File: src/rtl/otg_irq_pkg.sv
package otg_irq_pkg;

    localparam int REG_W      = 32;
    localparam int N_MON      = 4;
    localparam int RISE_SHIFT = 8;

    // Byte offsets
    localparam int OFF_EOI      = 'h00;
    localparam int OFF_MAIN     = 'h10;
    localparam int OFF_AUX      = 'h20;
    localparam int SUB_RAW      = 'h0;
    localparam int SUB_MASKED   = 'h4;
    localparam int SUB_EN_SET   = 'h8;
    localparam int SUB_EN_CLR   = 'hC;

    // Auxiliary group bit positions
    localparam int BIT_OTG_EVT = 16;
    localparam int BIT_DMA_CLR = 17;

    localparam logic [REG_W-1:0] MAIN_VALID = 32'h0000_0001;
    localparam logic [REG_W-1:0] AUX_VALID  = 32'h0003_3939;

    // Control line index -> fall bit position (rise = position + RISE_SHIFT)
    function automatic int mon_pos(input int idx);
        case (idx)
            0:       return 0;
            1:       return 3;
            2:       return 4;
            default: return 5;
        endcase
    endfunction

    typedef struct packed {
        logic [REG_W-1:0] raw;
        logic [REG_W-1:0] en;
    } grp_state_t;

    typedef struct packed {
        logic             irq;
        logic [N_MON-1:0] ctl;
    } top_state_t;

endpackage

File: src/rtl/otg_edge_det.sv
module otg_edge_det
    import otg_irq_pkg::*;
(
    input  logic [N_MON-1:0] cur_i,
    input  logic [N_MON-1:0] prev_i,
    output logic [REG_W-1:0] evt_o
);

    always_comb begin
        evt_o = '0;
        for (int i = 0; i < N_MON; i++) begin
            evt_o[mon_pos(i) + RISE_SHIFT] = cur_i[i] & ~prev_i[i];
            evt_o[mon_pos(i)]              = ~cur_i[i] & prev_i[i];
        end
    end

endmodule

File: src/rtl/otg_irq_group.sv
module otg_irq_group
    import otg_irq_pkg::*;
#(
    parameter logic [REG_W-1:0] VALID = 32'h1
) (
    input  logic             clk,
    input  logic             rst_n,
    input  logic [REG_W-1:0] evt_i,
    input  logic             set_wr,
    input  logic             clr_wr,
    input  logic             w1c_wr,
    input  logic [REG_W-1:0] wdata,
    output logic [REG_W-1:0] raw_o,
    output logic [REG_W-1:0] en_o,
    output logic [REG_W-1:0] masked_o
);

    grp_state_t st_d, st_q;
    logic [REG_W-1:0] evt_v;

    always_comb begin
        evt_v = evt_i & VALID;
        st_d  = st_q;
        if (set_wr) st_d.en = st_d.en | (wdata & VALID);
        if (clr_wr) st_d.en = st_d.en & ~wdata;
        st_d.raw = (st_q.raw & ~(w1c_wr ? wdata : '0)) | evt_v;
    end

    always_ff @(posedge clk) begin
        if (!rst_n) st_q <= '0;
        else        st_q <= st_d;
    end

    assign raw_o    = st_q.raw;
    assign en_o     = st_q.en;
    assign masked_o = st_q.raw & st_q.en;

    AST_EVT_CAPTURED: assert property (@(posedge clk) disable iff (!rst_n)
        (|(evt_i & VALID)) |=> ((raw_o & $past(evt_i & VALID)) == $past(evt_i & VALID)));
    AST_W1C_CLEARS: assert property (@(posedge clk) disable iff (!rst_n)
        (w1c_wr && ((evt_i & wdata) == '0)) |=> ((raw_o & $past(wdata)) == '0));
    AST_SET_ZERO_KEEPS: assert property (@(posedge clk) disable iff (!rst_n)
        (set_wr && !clr_wr && wdata == '0) |=> $stable(en_o));
    AST_CLR_DISABLES: assert property (@(posedge clk) disable iff (!rst_n)
        (clr_wr && !set_wr) |=> ((en_o & $past(wdata)) == '0));

endmodule

File: src/rtl/otg_irq_wrap.sv
module otg_irq_wrap
    import otg_irq_pkg::*;
#(
    parameter int ADDR_W = 8
) (
    input  logic              clk,
    input  logic              rst_n,
    input  logic              core_irq_i,
    input  logic              otg_evt_i,
    input  logic              dma_clr_i,
    input  logic [N_MON-1:0]  otg_ctl_i,
    input  logic [ADDR_W-1:0] reg_addr,
    input  logic              reg_wr,
    input  logic [REG_W-1:0]  reg_wdata,
    output logic [REG_W-1:0]  reg_rdata,
    output logic              irq_o
);

    localparam logic [ADDR_W-1:0] A_EOI      = ADDR_W'(OFF_EOI);
    localparam logic [ADDR_W-1:0] A_MAIN_RAW = ADDR_W'(OFF_MAIN + SUB_RAW);
    localparam logic [ADDR_W-1:0] A_MAIN_MSK = ADDR_W'(OFF_MAIN + SUB_MASKED);
    localparam logic [ADDR_W-1:0] A_MAIN_SET = ADDR_W'(OFF_MAIN + SUB_EN_SET);
    localparam logic [ADDR_W-1:0] A_MAIN_CLR = ADDR_W'(OFF_MAIN + SUB_EN_CLR);
    localparam logic [ADDR_W-1:0] A_AUX_RAW  = ADDR_W'(OFF_AUX + SUB_RAW);
    localparam logic [ADDR_W-1:0] A_AUX_MSK  = ADDR_W'(OFF_AUX + SUB_MASKED);
    localparam logic [ADDR_W-1:0] A_AUX_SET  = ADDR_W'(OFF_AUX + SUB_EN_SET);
    localparam logic [ADDR_W-1:0] A_AUX_CLR  = ADDR_W'(OFF_AUX + SUB_EN_CLR);

    top_state_t st_d, st_q;

    logic [REG_W-1:0] edge_evt, aux_evt, main_evt;
    logic [REG_W-1:0] main_raw, main_en, main_msk;
    logic [REG_W-1:0] aux_raw, aux_en, aux_msk;
    logic             eoi_wr;

    otg_edge_det u_edge (
        .cur_i  (otg_ctl_i),
        .prev_i (st_q.ctl),
        .evt_o  (edge_evt)
    );

    always_comb begin
        aux_evt = edge_evt;
        aux_evt[BIT_OTG_EVT] = otg_evt_i;
        aux_evt[BIT_DMA_CLR] = dma_clr_i;
        main_evt    = '0;
        main_evt[0] = core_irq_i;
    end

    otg_irq_group #(.VALID(MAIN_VALID)) u_main (
        .clk      (clk),
        .rst_n    (rst_n),
        .evt_i    (main_evt),
        .set_wr   (reg_wr && reg_addr == A_MAIN_SET),
        .clr_wr   (reg_wr && reg_addr == A_MAIN_CLR),
        .w1c_wr   (reg_wr && (reg_addr == A_MAIN_RAW || reg_addr == A_MAIN_MSK)),
        .wdata    (reg_wdata),
        .raw_o    (main_raw),
        .en_o     (main_en),
        .masked_o (main_msk)
    );

    otg_irq_group #(.VALID(AUX_VALID)) u_aux (
        .clk      (clk),
        .rst_n    (rst_n),
        .evt_i    (aux_evt),
        .set_wr   (reg_wr && reg_addr == A_AUX_SET),
        .clr_wr   (reg_wr && reg_addr == A_AUX_CLR),
        .w1c_wr   (reg_wr && (reg_addr == A_AUX_RAW || reg_addr == A_AUX_MSK)),
        .wdata    (reg_wdata),
        .raw_o    (aux_raw),
        .en_o     (aux_en),
        .masked_o (aux_msk)
    );

    always_comb begin
        eoi_wr  = reg_wr && reg_addr == A_EOI && reg_wdata[0];
        st_d     = st_q;
        st_d.ctl = otg_ctl_i;
        st_d.irq = eoi_wr ? 1'b0 : ((|main_msk) | (|aux_msk));
    end

    always_ff @(posedge clk) begin
        if (!rst_n) st_q <= '0;
        else        st_q <= st_d;
    end

    always_comb begin
        case (reg_addr)
            A_MAIN_RAW:             reg_rdata = main_raw;
            A_MAIN_MSK:             reg_rdata = main_msk;
            A_MAIN_SET, A_MAIN_CLR: reg_rdata = main_en;
            A_AUX_RAW:              reg_rdata = aux_raw;
            A_AUX_MSK:              reg_rdata = aux_msk;
            A_AUX_SET, A_AUX_CLR:   reg_rdata = aux_en;
            default:                reg_rdata = '0;
        endcase
    end

    assign irq_o = st_q.irq;

    AST_EOI_DROPS: assert property (@(posedge clk) disable iff (!rst_n)
        eoi_wr |=> !irq_o);
    AST_IRQ_HAS_SOURCE: assert property (@(posedge clk) disable iff (!rst_n)
        $rose(irq_o) |-> $past((|main_raw) | (|aux_raw)));

endmodule

File: config.mk
export PLATFORM = sky130hd
export DESIGN_NAME = otg_irq_wrap
export DESIGN_NICKNAME = d
export VERILOG_FILES = /design/src/rtl/otg_irq_pkg.sv /design/src/rtl/otg_edge_det.sv /design/src/rtl/otg_irq_group.sv /design/src/rtl/otg_irq_wrap.sv
export SDC_FILE = /design/constraint.sdc
export NUM_CORES = 1
export LEC_CHECK = 0
export ABC_AREA = 1
export BUFFER_PORTS_ARGS = -buffer_cell sky130_fd_sc_hd__buf_4
export CAP_MARGIN = 20
export CORE_MARGIN = 1.5
export CORE_UTILIZATION = 40
export CTS_BUF_LIST = sky130_fd_sc_hd__clkbuf_2
export DETAILED_ROUTE_END_ITERATION = 10
export GPL_TIMING_DRIVEN = 0
export HOLD_SLACK_MARGIN = 0.1
export PLACE_DENSITY_LB_ADDON = 0.3
export SLEW_MARGIN = 20
export SYNTH_ARGS = -nofsm -noshare
export SYNTH_HDL_FRONTEND = slang
export SYNTH_SLANG_ARGS = --single-unit
File: constraint.sdc
create_clock -name clk -period 1.67 [get_ports clk]
set_clock_uncertainty 0.15 [all_clocks]
set_input_delay 0.167 -clock clk [delete_from_list [all_inputs] [get_ports clk]]
set_output_delay 0.167 -clock clk [all_outputs]
set_load 0.05 [all_outputs]
Yosys cells after proc, flatten, opt, wreduce, memory -nomap -nowiden
Cells that the tools add are included.
{"block": "totals", "wordCells": 68, "ff_bits": 133, "output_inout_bits": 33, "inputBits": 50}
{"block": "classes", "n_mux": 7, "reduce_logical": 16, "eq_ne": 8, "bitwise": 31}
{"op": "$and 32x32->32", "n": 6}
{"op": "$mux 32", "n": 6}
{"op": "$pmux 32 s6", "n": 1}
{"op": "$not 32->32", "n": 3}
{"op": "$or 32x1->32", "n": 2}
{"op": "$or 32x18->32", "n": 2}
{"op": "$reduce_or 32->1", "n": 2}
{"op": "$eq 8x5->1 const B", "n": 4}
{"op": "$eq 8x6->1 const B", "n": 4}
{"op": "$not 1->1", "n": 9}
{"op": "$and 1x1->1", "n": 8}
{"op": "$logic_and 1x1->1", "n": 8}
{"op": "$logic_not 8->1", "n": 1}
{"op": "$reduce_or 2->1", "n": 3}
{"op": "$logic_or 1x1->1", "n": 2}
{"op": "$or 1x1->1", "n": 1}

Depth between registers and ports, before layout
Gate-level depths: netlist of run 1.
{"block": "logic_depth", "ltp_word": 7, "depth_mapped": 9, "ltp_nobuf": 8}

By module
A second synthesis of run 1 with hierarchy kept.
{"block": "unflattened", "hier_cells": 1092, "hier_area_um2": 6969.2}
{"mod": "otg_irq_group at u_aux", "cells_each": 310, "area_each_um2": 2333.5, "instances": 1, "seq_area_each_um2": 1281.2}
{"mod": "otg_irq_group at u_main", "cells_each": 274, "area_each_um2": 2209.6, "instances": 1, "seq_area_each_um2": 1281.2}
{"mod": "otg_irq_wrap", "cells_each": 467, "area_each_um2": 2182.1, "instances": 1, "seq_area_each_um2": 100.1}
{"mod": "otg_edge_det", "cells_each": 41, "area_each_um2": 244.0, "instances": 1, "seq_area_each_um2": 0.0}

Worst setup path before layout of run 1
OpenSTA, ideal clock, no wires.
{"block": "synth_timing", "kind": "input port to output port", "from": "input reg_addr[1]", "to": "output reg_rdata[10]", "cell_stages": 8, "path_buffers": 1, "arrival_time_ns": 1.338, "slack_ns": 0.015, "t_required_ns": 1.353, "path_cell_list": "nor2_2 nand3_2 nor2_8 inv_2 buf_4 nor2_1 nor2_1 nand2_1"}
{"block": "synth_between", "elab_chain_cells": 3, "word_cells_on_any_way": 11, "cone_classes": "eq/ne (8); mux (1); reduce/logical (2)"}
{"element": "start: declaration", "line_no": "otg_irq_wrap.sv:12", "rtl": "input logic [ADDR_W-1:0] reg_addr,"}
{"element": "$eq 8x6->1 or $eq 8x5->1 (tied branches)", "line_no": "otg_irq_wrap.sv:89", "rtl": "case (reg_addr)"}
{"element": "$reduce_or 2->1", "line_no": "otg_irq_wrap.sv:89"}
{"element": "$pmux 32 s6 (*)", "line_no": "otg_irq_wrap.sv:89"}
{"element": "end: declaration", "line_no": "otg_irq_wrap.sv:15", "rtl": "output logic [REG_W-1:0] reg_rdata,"}
Mark *: on every way between the ends. The rest lies on a longest branch, timed or not.

Final worst setup path of run 1
{"block": "layout_timing", "from": "input reg_addr[0]", "to": "output reg_rdata[0]"}
Same word-level chain as after synthesis.

==> results.md, run 1 <==
* Crit path largest cell delay at 0.27 ns
* Worst-path fanout max at 10
* Top-level port count at 83
* CTS tree: done
* Drt total wl at 22.3 mm
* Remaining DRCs at 0
* Unrepaired setup endpoints after global routing: yes
* Setup crit start kind: primary input
* Avg Cell Area, Syn at 6.71 µm²
* Max Cap Viol at 0
* DRT iter0 DRCs at 655
* Post-DP HPWL at 13.7 mm
* Core Region at 15,300 µm²
* WP data required at 1.35 ns
* Iteration count of the initial detailed-routing pass at 6
* Vias in the first global route at 6,762
* Global route total overflow at 0
* H-tree depth at 4
* Die Height at 128 µm
* Antenna violations before repair at 0
* GRT Total Usage at 27.6%
* CP bufs+invs at 3
* Via count at 7,129
* Largest net degree at the start of global routing at 17
* # diodes at 0
* Area growth, synth to finish at 45.0%
* WS Path Type: in -> out
* Register area at 2830 µm²
* CP delay by family, top: simple AND/OR/NAND/NOR gates
* Finished Layout Cells at 1,368
* Number of clock sinks at 133
* Die Footprint at 16,400 µm²
* Synth top area cells: dfxtp_1 (43%), nand2_1 (18%), nor2_1 (9.9%)
* Final nets at 1,196
* Worst-path clk slew at 0.18 ns
* Clk_lat worst skew at 0.76 ns
* Outcome: finished with violations
* Seq/Total Area, Yosys at 42.6%
* Row cnt at 45
* Max Root-Sink Buffers at 2
* Core Util, Final at 59.5%
* Crit path cell chain: buf_4 -> nor2_4 -> nand2_1 -> nor2_2 -> nand2_2 -> buf_2 -> nor2_1 -> nor2_1 -> nand2_1 -> buf_6
* Slowest CP cell: buf_2
* Max Clk Rate at 513 MHz
* Total power at 5.91 mW
* Area after DPL at 7140 µm²
* Finished Cell Area at 9070 µm²
* Largest area contributor in the netlist: dfxtp_1
* Number of synthesized register bits at 133
* Share of layout cells above drive strength 1 at 34.8%
* Final setup fails at 33
* Final Worst Setup Slack at -0.280 ns
* Failing checks: setup timing
* Slew HR at 45.1%
* FILL cells at 1,418
* Synth top area share at 42.6%
* Post-layout min period at 1.95 ns
* Arr. time, crit path at 1.63 ns
* Global-route wire length before repair at 34.5 mm
* Synthesized area at 6260 µm²
* I/O Buffers at 82
* Post-Syn Instances at 933
* Die width at 128 µm
* Unique masters post-synth at 25
* Initial Utilization at 41.0%
* Final Max Slew Viols at 0
* WL per Instance at 16.3 µm
* RePlAce Congestion at 0.926
* HP Class: in -> reg
* CTS Buf Count at 17
* Slew @ Worst Pin at 0.824 ns
* Root Driver: clkbuf_2
* Hold Fails Final Rpt at 0
* PwrDens at 651 nW/µm²
* Fin crit share at 117%
* Vias per cell at 5.21
* Dpl cells at 1,226
* Post-synthesis net count at 983
* Endpoint class of the critical path: output pin
* Peak supply drop at 0.000708 V
* Pleak at 3.69 nW
* Synthesis Warnings at 0
* DRT antenna net count at 0
* Area of the multi-input gates at 3360 µm²
[worst paths after layout]
kind | endpoint | slack, ns | depth (start not counted) | startpoint
setup reg to reg | irq_o | 0.28 | 8 | u_main.raw_o[25]
hold reg to reg | u_aux.raw_o[13] | 0.28 | 1 | st_q[3]
setup / recovery | reg_rdata[0] | -0.28 | 10 | reg_addr[0]
hold / removal | u_main.en_o[31] | 0.007 | 6 | reg_addr[3]
[worst min-delay path, cell delays in order]
cell and delay, ns:
buf_4 0.11, nand2_2 0.09, inv_2 0.09, nand2_1 0.11, nor2_2 0.20, a211oi_1 0.10
[through the flow]
stage                     setup slack [ns]  TNS [ns]  hold WS (ns)
after floorplan                     0.0155         0         0.108
after global placement              -0.413    -19.79         0.222
after detailed placement            -0.398    -20.93         0.226
after CTS                           -0.306     -8.41         0.101
after global routing                -0.374    -10.58        0.0437
final                               -0.280     -7.84       0.00659
[power breakdown]
group          internal [mW]  switching [mW]  total [mW]
combinational          0.257           0.255       0.511
sequential              3.20          0.0239        3.22
clock                  0.939            1.24        2.18
total                   4.39            1.52        5.91
[final cells by class]
| class | instances | share of cell area, % |
|---|---|---|
| Timing Repair Buffer | 194 | 20.2 |
| Clock buffer | 17 | 0.938 |
| Multi-Input combinational cell | 676 | 37.0 |
| Inverter | 82 | 3.39 |
| Buffer | 42 | 2.59 |
| Sequential cell | 133 | 31.2 |
| Tap cell | 211 | 2.91 |
| Clock inverter | 13 | 1.82 |
[Yosys cell counts]
library cell	n
inv_2	6
a211oi_1	62
nand4_1	3
o21ai_1	32
buf_1	2
a21oi_1	62
nand2_1	294
nand3_2	1
nand2_2	3
dfxtp_1	133
clkinv_1	1
nor2_4	1
buf_2	21
buf_4	6
o21ai_0	37
nor2_1	165
buf_6	1
nand4_4	1
nand3_4	2
nor2_2	6
nor2_8	2
nor3_4	1
inv_1	75
nand3_1	4
clkbuf_1	12
[cells by family after synthesis]
kind of cell	count (synthesis)	share of synthesized area, %
buffers and inverters	124	8.34
DFF	133	42.6
AOI/OAI and AO/OA	193	17.9
and+or+nand+nor	483	31.2
[placed cells by master, fill, tap and decap left out]
cell,n
clkbuf_1,9
buf_2,17
nor3_4,1
nand3_4,3
dlygate4sd3_1,101
dfxtp_1,6
o21ai_1,42
nand2_4,2
nand2_2,51
nor2_1,154
a21oi_1,62
clkbuf_2,20
buf_4,70
clkinv_1,5
o21ai_0,1
dfxtp_2,123
buf_6,33
bufinv_16,4
nor2_8,2
inv_1,59
clkinvlp_4,2
dfxtp_4,4
nor2_2,14
nor2_4,4
inv_2,22
nand2_1,244
buf_8,1
o21ai_2,26
nand3_1,4
a211oi_1,62
nand4_1,3
nand4_4,1
buf_1,2
clkinv_2,3
[registers in the layout, indices dropped and copies added (netlist names), named ones only]
name and flops:
u_aux.en_o 22, u_main.raw_o 32, u_main.en_o 31, irq_o 1, u_aux.raw_o 32, st_q 4
[metal layers]
layer	part of all wire, %	global-route usage (%)	up-vias
met5	0	0	-
met4	2.8	11.0	0
met3	7.0	5.13	55
met2	48	46.2	301
met1	42	35.3	3352
li1	-	-	3421
[timing repair]
item | CTS | global route
endpoints found under the setup margin | 32 | 50
resized for setup | 225 | 99
hold buffers | 99 | 3
endpoints found under the hold margin | 133 | 22
buffers inserted | 7 | 4
pin swaps | 104 | 81
Note: power is estimated with default switching activity, not from simulation.
==> inputs of run 2 (changes only) <==
--- a/config.mk
+++ b/config.mk
@@ -15,6 +15,7 @@
 export GPL_TIMING_DRIVEN = 0
 export HOLD_SLACK_MARGIN = 0.1
 export PLACE_DENSITY_LB_ADDON = 0.3
+export SETUP_SLACK_MARGIN = 0.02
 export SLEW_MARGIN = 20
 export SYNTH_ARGS = -nofsm -noshare
 export SYNTH_HDL_FRONTEND = slang
==> results.md, run 2 (synthesized netlist as in run 1, its figures left out) <==
* Pre-CTS setup slack at -0.392 ns (+0.00578 ns)
* Crit path largest cell delay at 0.39 ns (+0.12 ns)
* Max Cap Viol at 0 (unchanged)
* Worst-path clk slew at 0.23 ns (+0.05 ns)
* Vias per cell at 5.11 (-2.0%)
* Initial Utilization at 41.0% (unchanged)
* Die Height at 128 µm (unchanged)
* Crit-path most repeated cell: nand2_2
* WP data required at 1.35 ns (about the same)
* Die width at 128 µm (unchanged)
* Outcome: finished with violations
* HP Class: in -> reg
* Pleak at 3.64 nW (-1.4%)
* Min Hold Slack at -0.122 ns (-0.128 ns)
* Via count at 7,014 (-1.6%)
* CTS Buf Count at 17 (unchanged)
* R2R Setup Slk at 0.16 ns (-0.12 ns)
* Most common cell after layout, fill and taps aside: nand2_1
* CP bufs+invs at 1 (-2)
* Hold Fails Final Rpt at 4 (+4)
* Die Footprint at 16,400 µm² (unchanged)
* Remaining DRCs at 0 (unchanged)
* Area growth, synth to finish at 45.4%
* Fin crit share at 117% (+0.42 points)
* Final Worst Setup Slack at -0.287 ns (-0.00706 ns)
* Failing checks: hold timing, setup timing
* Final setup fails at 33 (unchanged)
* Slowest CP cell: dfxtp_2
* Reg2reg start: u_main.raw_o[12]
* Global-route wire length before repair at 33.4 mm (-3.1%)
* Slew HR at 46.7% (+1.6 points)
* Top-level port count at 83 (unchanged)
* H-tree depth at 4 (unchanged)
* Slew @ Worst Pin at 0.800 ns (-0.0234 ns)
* Iteration count of the initial detailed-routing pass at 6 (unchanged)
* I/O Buffers at 82 (unchanged)
* Antenna violations before repair at 1 (+1)
* Share of layout cells above drive strength 1 at 35.5% (+0.66 points)
* Arr. time, crit path at 1.64 ns (about the same)
* WL per Instance at 16.0 µm (-1.8%)
* DRT iter0 DRCs at 639 (-2.4%)
* Crit path cell chain: nand2_2 -> o21ai_1 -> nor2_1 -> nand2_2 -> buf_8
* Endpoint class of the critical path: output pin
* Core Util, Final at 59.6% (+0.16 points)
* Worst-path fanout max at 2 (-8)
* Core Region at 15,300 µm² (unchanged)
* RePlAce Congestion at 0.928 (+0.21%)
* Post-DP HPWL at 13.7 mm (-0.20%)
* DRT antenna net count at 0 (unchanged)
* Vias in the first global route at 6,385 (-5.6%)
* Post-layout min period at 1.96 ns (+0.00706 ns)
* Drt total wl at 22.0 mm (-1.5%)
* Setup crit start kind: register
* Max Root-Sink Buffers at 2 (unchanged)
* Peak supply drop at 0.000680 V (-3.9%)
* Hold Path End: u_main.en_o[31]
* Global route total overflow at 0 (unchanged)
* WS Path Type: reg -> out
* CP delay by family, top: flip-flops
* Hold-critical path depth at 5 (-1)
* Row cnt at 45 (unchanged)
* Unrepaired setup endpoints after global routing: yes
* Max Clk Rate at 511 MHz (-0.36%)
* Number of clock sinks at 133 (unchanged)
* Finished Layout Cells at 1,373 (+0.37%)
* GRT Total Usage at 26.8% (-0.84 points)
* Final nets at 1,198 (+0.17%)
* Total power at 5.66 mW (-4.2%)
* FF-to-FF End: irq_o
* Root Driver: clkbuf_2
* Worst Reg-to-Reg Cells at 10 (+2)
* PwrDens at 622 nW/µm² (-4.5%)
* Hold_sp: reg_addr[6]
* CTS tree: done
* Final Max Slew Viols at 0 (unchanged)
* Largest net degree at the start of global routing at 17 (unchanged)
* Commonest non-fill, non-tap cells in the layout: nand2_1 (235), nor2_1 (151), dfxtp_2 (117)
* Dpl cells at 1,226 (unchanged)
* Clk_lat worst skew at 0.75 ns (about the same)
[run 2: changes by cell type in the layout (fill, tap and decap cells not counted), moves of 8 or more]
cell,before,now
nand2_2,51,62
buf_8,1,17
dfxtp_1,6,15
buf_4,70,78
buf_6,33,18
nand2_1,244,235
o21ai_1,42,50
o21ai_2,26,17
[run 2: per-layer routing]
metal  wire length (µm)  vias up  global-route usage (%)  part of all wire (%)
met4                468        0                    8.53                   2.1
li1                   -     3426                       -                     -
met1               9290     3252                    34.6                    42
met2              10600      289                    44.8                    48
met3               1630       47                    5.51                   7.4
met5                  0        -                       0                     0
[run 2: worst register-to-register path: stages, from the launching register on]
cell and delay (ns):
dfxtp_2 0.39, nand2_2 0.08, buf_4 0.10, buf_4 0.09
nand2_1 0.04, nor2_1 0.08, nand2_1 0.09, nor2_1 0.13
nand2_1 0.07, nor2_1 0.09, nor2_1 0.07
[run 2: power breakdown]
group	internal [mW]	switching (mW)	leakage (nW)	total (mW)
logic	0.256	0.253	2.38	0.510
clock network	0.674	1.25	0.129	1.93
registers	3.20	0.0199	1.13	3.22
total	4.13	1.53	3.64	5.66
[run 2: per-stage QoR]
| step | area [µm²] | setup TNS (ns) | hold WS [ns] |
|---|---|---|---|
| 3_5_place_dp | 7180 | -22.65 | 0.230 |
| 3_3_place_gp | 7180 | -21.13 | 0.224 |
| 6_report | 9100 | -7.64 | -0.122 |
| 5_1_grt | 9100 | -11.02 | -0.126 |
| 4_1_cts | 8800 | -10.33 | -0.177 |
| 2_1_floorplan | 6300 | 0 | 0.108 |
[run 2: what timing repair did]
item / CTS / global route
hold buffers: 95 / 2
pin swaps: 74 / 83
buffers inserted: 9 / 9
endpoints found under the hold margin: 133 / 23
endpoints found under the setup margin: 32 / 54
gates resized for setup: 208 / 110
[run 2: layout make-up]
type | count | area, µm²
sequential | 133 | 2810
clock inverter | 14 | 138
fill | 1410 | 6160
antenna | 1 | 2.50
clock buffer | 18 | 90.1
timing repair buffer | 196 | 1900
buffer | 42 | 244
tap | 211 | 264
inverter | 82 | 312
multi-input combinational | 676 | 3340
[run 2: worst max path at each step]
stage	start	to	slack (ns)	cells past startpoint
after global placement	reg_addr[1]	reg_rdata[15]	-0.38	9
after floorplan	reg_addr[1]	reg_rdata[6]	0.02	8
after detailed placement	reg_addr[1]	reg_rdata[10]	-0.39	10
after CTS	u_aux.en_o[18]	reg_rdata[18]	-0.30	5
after global routing	register	reg_rdata[11]	-0.42	5
final	u_main.raw_o[12]	reg_rdata[12]	-0.29	5
==> inputs of run 3 (changes only) <==
--- a/config.mk
+++ b/config.mk
@@ -5,7 +5,6 @@
 export SDC_FILE = /design/constraint.sdc
 export NUM_CORES = 1
 export LEC_CHECK = 0
-export ABC_AREA = 1
 export BUFFER_PORTS_ARGS = -buffer_cell sky130_fd_sc_hd__buf_4
 export CAP_MARGIN = 20
 export CORE_MARGIN = 1.5
@@ -15,8 +14,7 @@
 export GPL_TIMING_DRIVEN = 0
 export HOLD_SLACK_MARGIN = 0.1
 export PLACE_DENSITY_LB_ADDON = 0.3
-export SETUP_SLACK_MARGIN = 0.02
-export SLEW_MARGIN = 20
+export SLEW_MARGIN = 15
 export SYNTH_ARGS = -nofsm -noshare
 export SYNTH_HDL_FRONTEND = slang
 export SYNTH_SLANG_ARGS = --single-unit
==> results.md, run 3 <==
* WP data required at 1.35 ns (about the same)
* Max Cap Viol at 0 (unchanged)
* Area growth, synth to finish at 71.7%
* DRT antenna net count at 0 (unchanged)
* Final setup fails at 33 (unchanged)
* Fin crit share at 137% (+20 points)
* Total power at 6.41 mW (+13%)
* Top-level port count at 83 (unchanged)
* Hold-critical path depth at 7 (+2)
* Seq/Total Area, Yosys at 46.8% (+4.3 points)
* Synth top area share at 46.8% (+4.3 points)
* Most common cell after layout, fill and taps aside: nand2_1
* Avg Cell Area, Syn at 8.41 µm² (+25%)
* H-tree depth at 4 (unchanged)
* Dpl cells at 935 (-24%)
* Number of clock sinks at 133 (unchanged)
* Ys flop type: dfxtp_1
* Global-route wire length before repair at 37.7 mm (+13%)
* Die Footprint at 14,900 µm² (-8.9%)
* Max Clk Rate at 438 MHz (-14%)
* Antenna violations before repair at 1 (unchanged)
* Largest area contributor in the netlist: dfxtp_1
* Vias in the first global route at 6,755 (+5.8%)
* Pleak at 3.89 nW (+7.0%)
* Slew @ Worst Pin at 0.852 ns (+0.0514 ns)
* Unrepaired setup endpoints after global routing: yes
* Final Max Slew Viols at 0 (unchanged)
* Max Root-Sink Buffers at 2 (unchanged)
* Root Driver: clkbuf_2
* Arr. time, crit path at 1.97 ns (+0.33 ns)
* GRT Total Usage at 34.3% (+7.5 points)
* Clk_lat worst skew at 0.80 ns (+0.05 ns)
* Register area at 2740 µm² (-2.5%)
* Post-synth EDFFs at 0 (unchanged)
* Post-DP HPWL at 16.0 mm (+17%)
* Hold Fails Final Rpt at 0 (-4)
* Crit path largest cell delay at 0.37 ns (-0.02 ns)
* Peak supply drop at 0.000570 V (-16%)
* Iteration count of the initial detailed-routing pass at 8 (+2)
* Unique masters post-synth at 38 (+52%)
* Core Region at 13,900 µm² (-9.0%)
* Crit path cell chain: a21o_1 -> nand3_1 -> o21ai_1 -> a221o_2 -> buf_6
* Slowest CP cell: dfxtp_2
* Reg2reg start: u_aux.raw_o[28]
* Most frequent cell after synthesis: dfxtp_1
* Synth top area cells: dfxtp_1 (47%), a21oi_1 (11%), nand2_1 (8.1%)
* Synthesized area at 5690 µm² (-9.1%)
* Initial Utilization at 41.0% (about the same)
* Worst Reg-to-Reg Cells at 6 (-4)
* Commonest non-fill, non-tap cells in the layout: nand2_1 (108), dlygate4sd3_1 (100), dfxtp_1 (98)
* R2R Setup Slk at -0.11 ns (-0.27 ns)
* Setup crit start kind: register
* Worst-path fanout max at 2 (unchanged)
* Post-synthesis net count at 726 (-26%)
* Synthesis Warnings at 0 (unchanged)
* PwrDens at 656 nW/µm² (+5.5%)
* Area of the multi-input gates at 3720 µm² (+12%)
* Final Worst Setup Slack at -0.613 ns (-0.326 ns)
* WL per Instance at 23.6 µm (+47%)
* Finished Layout Cells at 1,125 (-18%)
* Number of synthesized register bits at 133 (unchanged)
* Die width at 122 µm (-4.6%)
* CTS tree: done
* DRT iter0 DRCs at 879 (+38%)
* Largest net degree at the start of global routing at 17 (unchanged)
* Ys async rst share at 0% (unchanged)
* Post-layout min period at 2.28 ns (+0.326 ns)
* Endpoint class of the critical path: output pin
* WS Path Type: reg -> out
* Setup_tns at -15.73 ns (-8.09 ns)
* Row cnt at 43 (-4.4%)
* FILL cells at 1,000 (-29%)
* Hold_sp: reg_addr[0]
* RePlAce Congestion at 0.959 (+3.3%)
* Remaining DRCs at 0 (unchanged)
* Failing checks: setup timing
* Post-Syn Instances at 676 (-28%)
* Share of layout cells above drive strength 1 at 44.3% (+8.8 points)
* HP Class: in -> reg
* Global route total overflow at 0 (unchanged)
* Core Util, Final at 70.4% (+11 points)
* Drt total wl at 26.6 mm (+21%)
* Slew HR at 43.2% (-3.4 points)
* FF-to-FF End: irq_o
* Vias per cell at 6.31 (+24%)
* Commonest cells post-synth: dfxtp_1 (133), nand2_1 (123), a21oi_1 (121), clkbuf_1 (38), a22oi_1 (35)
* I/O Buffers at 79 (-3.7%)
* Worst-path clk slew at 0.21 ns (-0.02 ns)
* Outcome: finished with violations
* CTS Buf Count at 17 (unchanged)
* Die Height at 122 µm (-4.6%)
* Final nets at 983 (-18%)
* Via count at 7,098 (+1.2%)
[run 3: layer usage]
metal | vias to the layer above | track usage, % | routed length, µm
met5 | - | 0 | 0
met2 | 510 | 53.3 | 12300
met1 | 3435 | 43.9 | 9940
met4 | 0 | 16.7 | 1210
li1 | 3035 | - | -
met3 | 118 | 9.34 | 3130
[run 3: layout make-up]
cell class | instances | share of cell area [%]
multi-input combinational | 483 | 38.1
sequential | 133 | 28.1
timing repair buffer | 239 | 23.6
buffer | 49 | 4.36
tap | 180 | 2.31
clock inverter | 12 | 2.15
clock buffer | 18 | 0.922
inverter | 10 | 0.423
antenna | 1 | 0.0256
[run 3: cells by family (layout without fill, tap and decap cells)]
group / Yosys count / after routing / share of synthesized area [%]
flops: 133 / 133 / 46.8
simple gates: 199 / 199 / 16.3
compound gates: 284 / 284 / 32.4
buf+inv: 60 / 328 / 4.44
other cells: 0 / 1 / 0
[run 3: how the worst max path moves through the flow]
stage	startpoint	end	slack (ns)	cells after the start
6_report	u_aux.raw_o[23]	reg_rdata[23]	-0.61	5
5_1_grt	u_aux.raw_o[26]	reg_rdata[26]	-0.64	5
4_1_cts	u_aux.raw_o[23]	reg_rdata[23]	-0.56	5
3_5_place_dp	reg_addr[3]	reg_rdata[0]	-1.37	8
3_3_place_gp	reg_addr[3]	reg_rdata[0]	-1.35	8
2_1_floorplan	reg_addr[5]	reg_rdata[26]	-0.50	6
[run 3: critical path, delay by kind of cell (launching register included)]
family | cells | cell delay (ns)
buf+inv | 1 | 0.16
compound gates | 3 | 0.57
flops | 1 | 0.37
simple gates | 1 | 0.08
[run 3: where the power goes]
part           switching [mW]  total (mW)  internal (mW)
clock                    1.23        2.48           1.26
sequential             0.0247        3.21           3.18
combinational           0.380       0.714          0.333
total                    1.63        6.41           4.77
[run 3: metrics by stage]
stage               setup WS [ns]  hold slack, ns  cell area, µm²
floorplan                  -0.499          0.0947            6300
global placement            -1.35           0.229            7120
detailed placement          -1.37           0.230            7120
CTS                        -0.557          0.0427            9050
global route               -0.643          0.0182            9770
finish                     -0.613         0.00388            9770
[run 3: timing repair]
| item | 4_1_cts | 5_1_grt |
|---|---|---|
| setup endpoints to repair | 63 | 94 |
| cloned | 0 | 3 |
| pin swaps | 18 | 34 |
| setup buffers | 23 | 34 |
| resized for setup | 119 | 121 |
| endpoints found under the hold margin | 133 | 30 |
| hold buffers | 100 | 3 |
